==> src/rtl/cmdq_pkg.sv <==
package cmdq_pkg;

  typedef enum logic [1:0] {
    REG_CTRL = 2'd0,
    REG_BASE = 2'd1,
    REG_WOFF = 2'd2,
    REG_ROFF = 2'd3
  } cq_reg_e;

  typedef enum logic [1:0] {
    SEQ_IDLE  = 2'd0,
    SEQ_FETCH = 2'd1,
    SEQ_EXEC  = 2'd2
  } cq_seq_e;

  localparam logic [7:0] OP_SYNC  = 8'h05;
  localparam logic [7:0] OP_FIRST = 8'h01;
  localparam logic [7:0] OP_LAST  = 8'h0F;

  // Codes that need the executor; everything else is consumed in place.
  function automatic logic op_dispatched(input logic [7:0] op);
    return (op >= OP_FIRST) && (op <= OP_LAST) && (op != OP_SYNC);
  endfunction

endpackage

==> src/rtl/cmdq_regs.sv <==
module cmdq_regs
  import cmdq_pkg::*;
#(
  parameter int unsigned DATA_W  = 64,
  parameter int unsigned ADDR_W  = 52,
  parameter int unsigned SIZE_W  = 8,
  parameter int unsigned PAGE_LG = 12,
  parameter int unsigned ENT_LG  = 5,
  parameter int unsigned OFF_W   = 15
) (
  input  logic              clk,
  input  logic              rst_n,
  input  logic              wr_en,
  input  logic [1:0]        wr_sel,
  input  logic [DATA_W-1:0] wr_data,
  input  logic              sec_disable,
  input  logic              adv_en,
  input  logic [OFF_W-1:0]  adv_idx,
  input  logic              stall_set,
  output logic              enable_o,
  output logic              base_valid_o,
  output logic [SIZE_W-1:0] base_size_o,
  output logic [ADDR_W-1:0] base_addr_o,
  output logic [OFF_W-1:0]  woff_o,
  output logic [OFF_W-1:0]  roff_o,
  output logic              stalled_o,
  output logic              kick_o
);

  localparam int unsigned PFN_W = ADDR_W - PAGE_LG;

  logic              en_q, en_d;
  logic              bval_q, bval_d;
  logic [SIZE_W-1:0] bsize_q, bsize_d;
  logic [PFN_W-1:0]  bpfn_q, bpfn_d;
  logic [OFF_W-1:0]  woff_q, woff_d;
  logic [OFF_W-1:0]  roff_q, roff_d;
  logic              stall_q, stall_d;

  cq_reg_e          sel;
  logic [OFF_W-1:0] wr_idx;
  logic             ctrl_wr, base_wr, woff_wr, roff_wr, start;
  logic             unused_data;

  assign sel         = cq_reg_e'(wr_sel);
  assign wr_idx      = wr_data[OFF_W+ENT_LG-1:ENT_LG];
  assign unused_data = ^wr_data;

  assign ctrl_wr = wr_en && (sel == REG_CTRL);
  assign base_wr = wr_en && (sel == REG_BASE) && !en_q;
  assign woff_wr = wr_en && (sel == REG_WOFF);
  assign roff_wr = wr_en && (sel == REG_ROFF) && sec_disable;
  assign start   = ctrl_wr && wr_data[0];

  always_comb begin
    en_d    = en_q;
    bval_d  = bval_q;
    bsize_d = bsize_q;
    bpfn_d  = bpfn_q;
    woff_d  = woff_q;
    roff_d  = roff_q;
    stall_d = stall_q;

    if (ctrl_wr) en_d = wr_data[0];

    if (base_wr) begin
      bval_d  = wr_data[DATA_W-1];
      bsize_d = wr_data[SIZE_W-1:0];
      bpfn_d  = wr_data[ADDR_W-1:PAGE_LG];
    end

    if (base_wr)      woff_d = '0;
    else if (woff_wr) woff_d = wr_idx;

    // Software writes override a same-cycle hardware advance.
    if (adv_en) roff_d = adv_idx;
    if (start || base_wr) roff_d = '0;
    else if (roff_wr)     roff_d = wr_idx;

    if (stall_set) stall_d = 1'b1;
    if (base_wr || roff_wr) stall_d = 1'b0;
  end

  always_ff @(posedge clk or negedge rst_n) begin
    if (!rst_n) begin
      en_q    <= 1'b0;
      bval_q  <= 1'b0;
      bsize_q <= '0;
      bpfn_q  <= '0;
      woff_q  <= '0;
      roff_q  <= '0;
      stall_q <= 1'b0;
    end else begin
      en_q    <= en_d;
      bval_q  <= bval_d;
      bsize_q <= bsize_d;
      bpfn_q  <= bpfn_d;
      woff_q  <= woff_d;
      roff_q  <= roff_d;
      stall_q <= stall_d;
    end
  end

  assign kick_o       = start || (woff_wr && (wr_idx != roff_q));
  assign enable_o     = en_q;
  assign base_valid_o = bval_q;
  assign base_size_o  = bsize_q;
  assign base_addr_o  = {bpfn_q, {PAGE_LG{1'b0}}};
  assign woff_o       = woff_q;
  assign roff_o       = roff_q;
  assign stalled_o    = stall_q;

endmodule

==> src/rtl/cmdq_ring.sv <==
module cmdq_ring #(
  parameter int unsigned ADDR_W      = 52,
  parameter int unsigned SIZE_W      = 8,
  parameter int unsigned ENT_LG      = 5,
  parameter int unsigned PER_PAGE_LG = 7,
  parameter int unsigned OFF_W       = 15
) (
  input  logic              base_valid,
  input  logic [SIZE_W-1:0] base_size,
  input  logic [ADDR_W-1:0] base_addr,
  input  logic [OFF_W-1:0]  roff,
  input  logic [OFF_W-1:0]  woff,
  output logic              in_range,
  output logic              pending,
  output logic [ADDR_W-1:0] entry_addr,
  output logic [OFF_W-1:0]  roff_next
);

  localparam int unsigned CNT_W = OFF_W + 1;

  logic [CNT_W-1:0] count;
  logic [CNT_W-1:0] inc;

  always_comb begin
    count = '0;
    if (base_valid) count = (CNT_W'(base_size) + CNT_W'(1)) << PER_PAGE_LG;
  end

  assign in_range   = ({1'b0, roff} < count) && ({1'b0, woff} < count);
  assign pending    = (roff != woff);
  assign inc        = {1'b0, roff} + CNT_W'(1);
  assign roff_next  = (inc == count) ? '0 : inc[OFF_W-1:0];
  assign entry_addr = base_addr + (ADDR_W'(roff) << ENT_LG);

endmodule

==> src/rtl/cmdq_seq.sv <==
module cmdq_seq
  import cmdq_pkg::*;
#(
  parameter int unsigned DATA_W = 64,
  parameter int unsigned ADDR_W = 52,
  parameter int unsigned OFF_W  = 15
) (
  input  logic              clk,
  input  logic              rst_n,
  input  logic              kick,
  input  logic              enable,
  input  logic              in_range,
  input  logic              pending,
  input  logic [ADDR_W-1:0] entry_addr,
  input  logic [OFF_W-1:0]  roff_next,
  input  logic              mem_ack,
  input  logic              mem_err,
  input  logic [DATA_W-1:0] mem_rdata,
  input  logic              exe_done,
  input  logic              exe_stall,
  output logic              mem_req,
  output logic [ADDR_W-1:0] mem_addr,
  output logic              exe_valid,
  output logic [7:0]        exe_op,
  output logic [DATA_W-1:0] exe_dword,
  output logic [ADDR_W-1:0] exe_addr,
  output logic              adv_en,
  output logic [OFF_W-1:0]  adv_idx,
  output logic              stall_set
);

  cq_seq_e           state_q, state_d;
  logic              run_q, run_d;
  logic [ADDR_W-1:0] addr_q, addr_d;
  logic [OFF_W-1:0]  next_q, next_d;
  logic [DATA_W-1:0] dw_q, dw_d;

  always_comb begin
    state_d   = state_q;
    run_d     = run_q;
    addr_d    = addr_q;
    next_d    = next_q;
    dw_d      = dw_q;
    adv_en    = 1'b0;
    stall_set = 1'b0;

    case (state_q)
      SEQ_IDLE: begin
        if (run_q) begin
          if (enable && in_range && pending) begin
            state_d = SEQ_FETCH;
            addr_d  = entry_addr;
            next_d  = roff_next;
          end else begin
            run_d = 1'b0;
          end
        end
      end
      SEQ_FETCH: begin
        if (mem_ack) begin
          state_d = SEQ_IDLE;
          if (mem_err) begin
            stall_set = 1'b1;
            run_d     = 1'b0;
          end else if (op_dispatched(mem_rdata[7:0])) begin
            dw_d    = mem_rdata;
            state_d = SEQ_EXEC;
          end else begin
            adv_en = 1'b1;
          end
        end
      end
      SEQ_EXEC: begin
        if (exe_done) begin
          state_d = SEQ_IDLE;
          if (exe_stall) begin
            stall_set = 1'b1;
            run_d     = 1'b0;
          end else begin
            adv_en = 1'b1;
          end
        end
      end
      default: state_d = SEQ_IDLE;
    endcase

    if (kick) run_d = 1'b1;
  end

  always_ff @(posedge clk or negedge rst_n) begin
    if (!rst_n) begin
      state_q <= SEQ_IDLE;
      run_q   <= 1'b0;
      addr_q  <= '0;
      next_q  <= '0;
      dw_q    <= '0;
    end else begin
      state_q <= state_d;
      run_q   <= run_d;
      addr_q  <= addr_d;
      next_q  <= next_d;
      dw_q    <= dw_d;
    end
  end

  assign mem_req   = (state_q == SEQ_FETCH);
  assign mem_addr  = addr_q;
  assign exe_valid = (state_q == SEQ_EXEC);
  assign exe_op    = dw_q[7:0];
  assign exe_dword = dw_q;
  assign exe_addr  = addr_q;
  assign adv_idx   = next_q;

endmodule

==> src/rtl/cmdq_consumer.sv <==
module cmdq_consumer #(
  parameter int unsigned DATA_W      = 64,
  parameter int unsigned ADDR_W      = 52,
  parameter int unsigned SIZE_W      = 8,
  parameter int unsigned PAGE_BYTES  = 4096,
  parameter int unsigned ENTRY_BYTES = 32,
  localparam int unsigned PAGE_LG     = $clog2(PAGE_BYTES),
  localparam int unsigned ENT_LG      = $clog2(ENTRY_BYTES),
  localparam int unsigned PER_PAGE_LG = PAGE_LG - ENT_LG,
  localparam int unsigned OFF_W       = SIZE_W + PER_PAGE_LG
) (
  input  logic              clk,
  input  logic              rst_n,
  input  logic              reg_wr_en,
  input  logic [1:0]        reg_wr_sel,
  input  logic [DATA_W-1:0] reg_wr_data,
  input  logic              sec_disable,
  output logic              mem_req,
  output logic [ADDR_W-1:0] mem_addr,
  input  logic              mem_ack,
  input  logic              mem_err,
  input  logic [DATA_W-1:0] mem_rdata,
  output logic              exe_valid,
  output logic [7:0]        exe_op,
  output logic [DATA_W-1:0] exe_dword,
  output logic [ADDR_W-1:0] exe_addr,
  input  logic              exe_done,
  input  logic              exe_stall,
  output logic              enable_o,
  output logic              stalled_o,
  output logic [OFF_W-1:0]  rd_off_o,
  output logic [OFF_W-1:0]  wr_off_o
);

  logic              base_valid;
  logic [SIZE_W-1:0] base_size;
  logic [ADDR_W-1:0] base_addr;
  logic              kick, adv_en, stall_set, in_range, pending;
  logic [OFF_W-1:0]  adv_idx, roff_next;
  logic [ADDR_W-1:0] entry_addr;

  cmdq_regs #(
    .DATA_W(DATA_W), .ADDR_W(ADDR_W), .SIZE_W(SIZE_W),
    .PAGE_LG(PAGE_LG), .ENT_LG(ENT_LG), .OFF_W(OFF_W)
  ) u_regs (
    .clk(clk), .rst_n(rst_n),
    .wr_en(reg_wr_en), .wr_sel(reg_wr_sel), .wr_data(reg_wr_data),
    .sec_disable(sec_disable),
    .adv_en(adv_en), .adv_idx(adv_idx), .stall_set(stall_set),
    .enable_o(enable_o), .base_valid_o(base_valid), .base_size_o(base_size),
    .base_addr_o(base_addr), .woff_o(wr_off_o), .roff_o(rd_off_o),
    .stalled_o(stalled_o), .kick_o(kick)
  );

  cmdq_ring #(
    .ADDR_W(ADDR_W), .SIZE_W(SIZE_W), .ENT_LG(ENT_LG),
    .PER_PAGE_LG(PER_PAGE_LG), .OFF_W(OFF_W)
  ) u_ring (
    .base_valid(base_valid), .base_size(base_size), .base_addr(base_addr),
    .roff(rd_off_o), .woff(wr_off_o),
    .in_range(in_range), .pending(pending),
    .entry_addr(entry_addr), .roff_next(roff_next)
  );

  cmdq_seq #(
    .DATA_W(DATA_W), .ADDR_W(ADDR_W), .OFF_W(OFF_W)
  ) u_seq (
    .clk(clk), .rst_n(rst_n), .kick(kick), .enable(enable_o),
    .in_range(in_range), .pending(pending),
    .entry_addr(entry_addr), .roff_next(roff_next),
    .mem_ack(mem_ack), .mem_err(mem_err), .mem_rdata(mem_rdata),
    .exe_done(exe_done), .exe_stall(exe_stall),
    .mem_req(mem_req), .mem_addr(mem_addr),
    .exe_valid(exe_valid), .exe_op(exe_op), .exe_dword(exe_dword),
    .exe_addr(exe_addr),
    .adv_en(adv_en), .adv_idx(adv_idx), .stall_set(stall_set)
  );

endmodule

==> config.mk <==
export PLATFORM = sky130hd
export DESIGN_NAME = cmdq_consumer
export DESIGN_NICKNAME = d
export VERILOG_FILES = /design/src/rtl/cmdq_pkg.sv /design/src/rtl/cmdq_regs.sv /design/src/rtl/cmdq_ring.sv /design/src/rtl/cmdq_seq.sv /design/src/rtl/cmdq_consumer.sv
export SDC_FILE = /design/constraint.sdc
export NUM_CORES = 1
export LEC_CHECK = 0
export ABC_AREA = 1
export CAP_MARGIN = 20
export CORE_AREA = 5 5 162 164
export CTS_CLUSTER_DIAMETER = 60
export DETAILED_ROUTE_END_ITERATION = 16
export DIE_AREA = 0 0 167 169
export PLACE_DENSITY_LB_ADDON = 0.15
export SYNTH_ARGS = -nofsm -noshare
export SYNTH_HDL_FRONTEND = slang
export SYNTH_SLANG_ARGS = --single-unit
==> constraint.sdc <==
create_clock -name clk -period 3 [get_ports clk]
set_input_delay 0.6 -clock clk [delete_from_list [all_inputs] [get_ports clk]]
set_output_delay 0.6 -clock clk [all_outputs]
set_load 0.005 [all_outputs]
==> flow_summary_export.csv <==
group,metric,value,unit
floorplanning,initial_core_util,0.4702,
global_routing,grt_pass1_vias,10260,
clocking,cts_root_buffer,"clkbuf_16",
cells_and_area,seq_area,5255,um^2
setup_path,critPathKind,"register to register",
place,hpwl,28.92,mm
clocking,cts_max_level,1,
synth,yosys.area_share.simple,0.2351,
timing,hold_violations,0,
synth,synth_top_family_by_area,"simple AND/OR/NAND/NOR gates",
synth,synth_seq_area_share,0.4517,
place,dpl_cell_area,15000,um^2
clocking,clkTransAtPathRegs,0.06,ns
pwr,p_per_area,771.7,nW/um^2
cells_and_area,design_area,16010,um^2
synth,synth.distinct_cells,37,
synth,netlist_area,11630,um^2
pwr,irDropWorstVdd,0.4567,mV
clocking,clk_latency,0.52,ns
synth,synth_edf_count,0,
route,drt-initial-drc-count,770,
timing,holdWs,0.01812,ns
cells_and_area,fillers,2147,
synth,synth-xor-area-share,0.04517,
place,pre_cts_slack,0.08341,ns
hold_path,hold_path.class,"primary input to async pin",
synth,synth-compound-area-share,0.07194,
synth,synth_top_area_share,0.4517,
route,antenna_left,0,
timing,relSlewSlack,0.6195,
setup_path,crit_fanout,13,
synth,synthAdderAreaFrac,0.03076,
timing,final_period_minus_worst_setup_slack,2.815,ns
route,vias_per_cell,5.218,
floorplanning,dieHeight,169,um
pwr,p_leak,0.007512,uW
global_routing,overflow,0,
route,wl_per_cell,18.28,um
pwr,switchingPower,4309,uW
synth,synthTopCellsByArea,"dfrtp_1 45%, nand2_1 13%, mux2_2 5.5%",
floorplanning,die_x,167,um
global_routing,grt_usage,0.2516,
clocking,clockBufferDepth,3,
global_routing,grt_max_degree,74,
synth,syn_avg_cell_area,8.293,um^2
cells_and_area,multi_input_area,5190,um^2
route,wirelength,37.36,mm
setup_path,cp.arrival,3.21,ns
synth,ys_async_sr_fraction,1.000,
clocking,cts-buffers-inserted,25,
pwr,p_comb_frac,0.399,
cells_and_area,fin_util,0.6469,
cells_and_area,drive_gt1_frac,0.1062,
cells_and_area,fin_nets,1862,
timing,slew_viol_final,0,
global_routing,grt_antenna_before_repair,1,
cells_and_area,area.growth.synth_to_final,37.60,%
pwr,seqPwrFrac,0.354,
pwr,p_int,8046,uW
global_routing,grt_pass1_wl,57.00,mm
synth,yosysWarnings,0,
clocking,clock_sinks,210,
synth,synth.ff_latch_count,210,
timing,layout_worst_path_cycle_share,0.9383,
cells_and_area,antenna_cells,0,
place,gp_congestion,0.9350,
route,post-route-drc-count,0,
route,vias,10670,
setup_path,critical_path_required,3.40,ns
floorplanning,core_area,24750,um^2
cells_and_area,layout_common_cells,"388 x nand2_1, 325 x clkdlybuf4s50_1, 210 x dfrtp_1, 120 x inv_1, 93 x nor2_1",
clocking,cts_tree,"yes",
route,drt_pass1_iterations,6,
cells_and_area,final_common_cell,"nand2_1",
pwr,clkPwrFrac,0.248,
timing,worst_pin_slew,0.5665,ns
floorplanning,dieArea,28220,um^2
timing,finalSetupViolations,0,
synth,muxShareOfSynthArea,0.05517,
pwr,p_total,12350,uW
clocking,holdBufCountCts,0,
synth,synth_top_area_cell,"dfrtp_1",
timing,skew,0.01168,ns
timing,max_freq,0.3552,GHz
pwr,netSwitchingFraction,0.3488,
floorplanning,io_pins,348,
setup_path,cp-start-kind,"register",
timing,setup_ws,0.1850,ns
run_status,status,"finished clean",
floorplanning,fp-row-count,58,
synth,synth_cells,1403,
place,portBuffers,326,
synth,ys.flop_type,"dfrtp_1",
flow_run,maxCapViolCount,0,
setup_path,end_kind,"register",
[layout make-up]
cell class / count / area share
clock buffer: 33 / 0.04283
clock inverter: 12 / 0.009457
inverter: 125 / 0.02931
multi-input combinational: 956 / 0.3242
tap: 330 / 0.02579
sequential: 210 / 0.3283
timing repair buffer: 378 / 0.2402
[cell families after synthesis]
logic type / count (synthesis)
and+or+nand+nor: 649
buffers and inverters: 247
DFF: 210
AOI/OAI and AO/OA: 151
xor gates and xnor gates: 60
muxes: 57
adders and majority gates: 28
other: 1
[critical path, cell delays in order (launching register included)]
cell       delay, ns
dfrtp_1         0.39
ha_1            0.20
nand2_1         0.12
inv_1           0.07
nor3_2          0.18
inv_2           0.08
ha_1            0.29
nand2_1         0.07
nand2_1         0.05
nand2_1         0.05
nand3_1         0.07
nand2_1         0.06
nand2_1         0.05
nand2_1         0.05
nand2_1         0.13
a21oi_4         0.27
nand3_4         0.10
buf_12          0.18
clkbuf_16       0.17
nand2_1         0.07
o21ai_2         0.05
[registers in the layout, summed over array words and instances (netlist names)]
signal / cells
u_seq.run_q: 1
u_seq.state_q: 2
u_regs.roff_o: 15
u_regs.stalled_o: 1
u_regs.base_valid_o: 1
u_regs.base_size_o: 8
u_seq.adv_idx: 15
u_seq.exe_dword: 64
u_regs.bpfn_q: 40
u_regs.woff_o: 15
u_regs.enable_o: 1
u_seq.exe_addr: 47
[synth_stat cells, types with 2 or more instances]
| cell type | number |
|---|---|
| a21o_1 | 2 |
| a21oi_1 | 24 |
| buf_2 | 17 |
| buf_4 | 72 |
| buf_6 | 8 |
| clkbuf_1 | 25 |
| dfrtp_1 | 210 |
| ha_1 | 27 |
| inv_1 | 121 |
| inv_2 | 3 |
| mux2_2 | 57 |
| nand2_1 | 390 |
| nand3_1 | 85 |
| nand3_2 | 2 |
| nand3b_1 | 2 |
| nand4_1 | 42 |
| nor2_1 | 93 |
| nor2_2 | 3 |
| nor3_1 | 24 |
| nor4_1 | 3 |
| o211ai_1 | 7 |
| o21ai_0 | 64 |
| o21ai_1 | 32 |
| o21ai_2 | 11 |
| o22ai_1 | 8 |
| or2_2 | 2 |
| xnor2_1 | 25 |
| xor2_1 | 35 |
[through the flow]
stage          cells  TNS [ns]
6_report        2044         0
5_1_grt         2044   -0.1435
4_1_cts         2036         0
3_5_place_dp    1991         0
3_3_place_gp    1991         0
2_1_floorplan   1412         0
[routing by layer]
layer	global-route usage	vias to the layer above	routed length (um)
met3	0.05745	68	3468
met5	0	-	20
li1	-	5079	-
met1	0.3377	5032	15710
met2	0.4169	484	17340
met4	0.06190	2	821
[timing repair]
action,4_1_cts,5_1_grt
buffers inserted,0,3
gates resized for setup,0,8
endpoints found under the setup margin,0,63
[path summary, 6_finish.rpt]
check,slack (ns),startpoint,end,cells after the start
setup / recovery,0.18,u_regs.base_size_o[1]$_DFFE_PN0P_,u_seq.exe_addr[25]$_DFFE_PN0P_,20
min in group clk,0.49,u_seq.adv_idx[4]$_DFFE_PN0P_,u_seq.adv_idx[4]$_DFFE_PN0P_,2
hold / removal,0.02,rst_n,u_regs.woff_o[11]$_DFFE_PN0P_,1
setup reg to reg,0.18,u_regs.base_size_o[1]$_DFFE_PN0P_,u_seq.exe_addr[25]$_DFFE_PN0P_,20
hold reg to reg,0.49,u_seq.adv_idx[4]$_DFFE_PN0P_,u_seq.adv_idx[4]$_DFFE_PN0P_,2
max in group asynchronous,2.25,rst_n,u_seq.exe_addr[13]$_DFFE_PN0P_,2
[power by group through the flow]
| stage | clock network (uW) | registers (uW) | logic [uW] |
|---|---|---|---|
| finish | 3060 | 4370 | 4920 |
| CTS | 3130 | 4360 | 4840 |
| global placement | 0 | 4380 | 4750 |
| global route | 3240 | 4460 | 5420 |
| floorplan | 0 | 4180 | 2610 |
| detailed placement | 0 | 4400 | 4810 |
(Power assumes the default switching activity.)
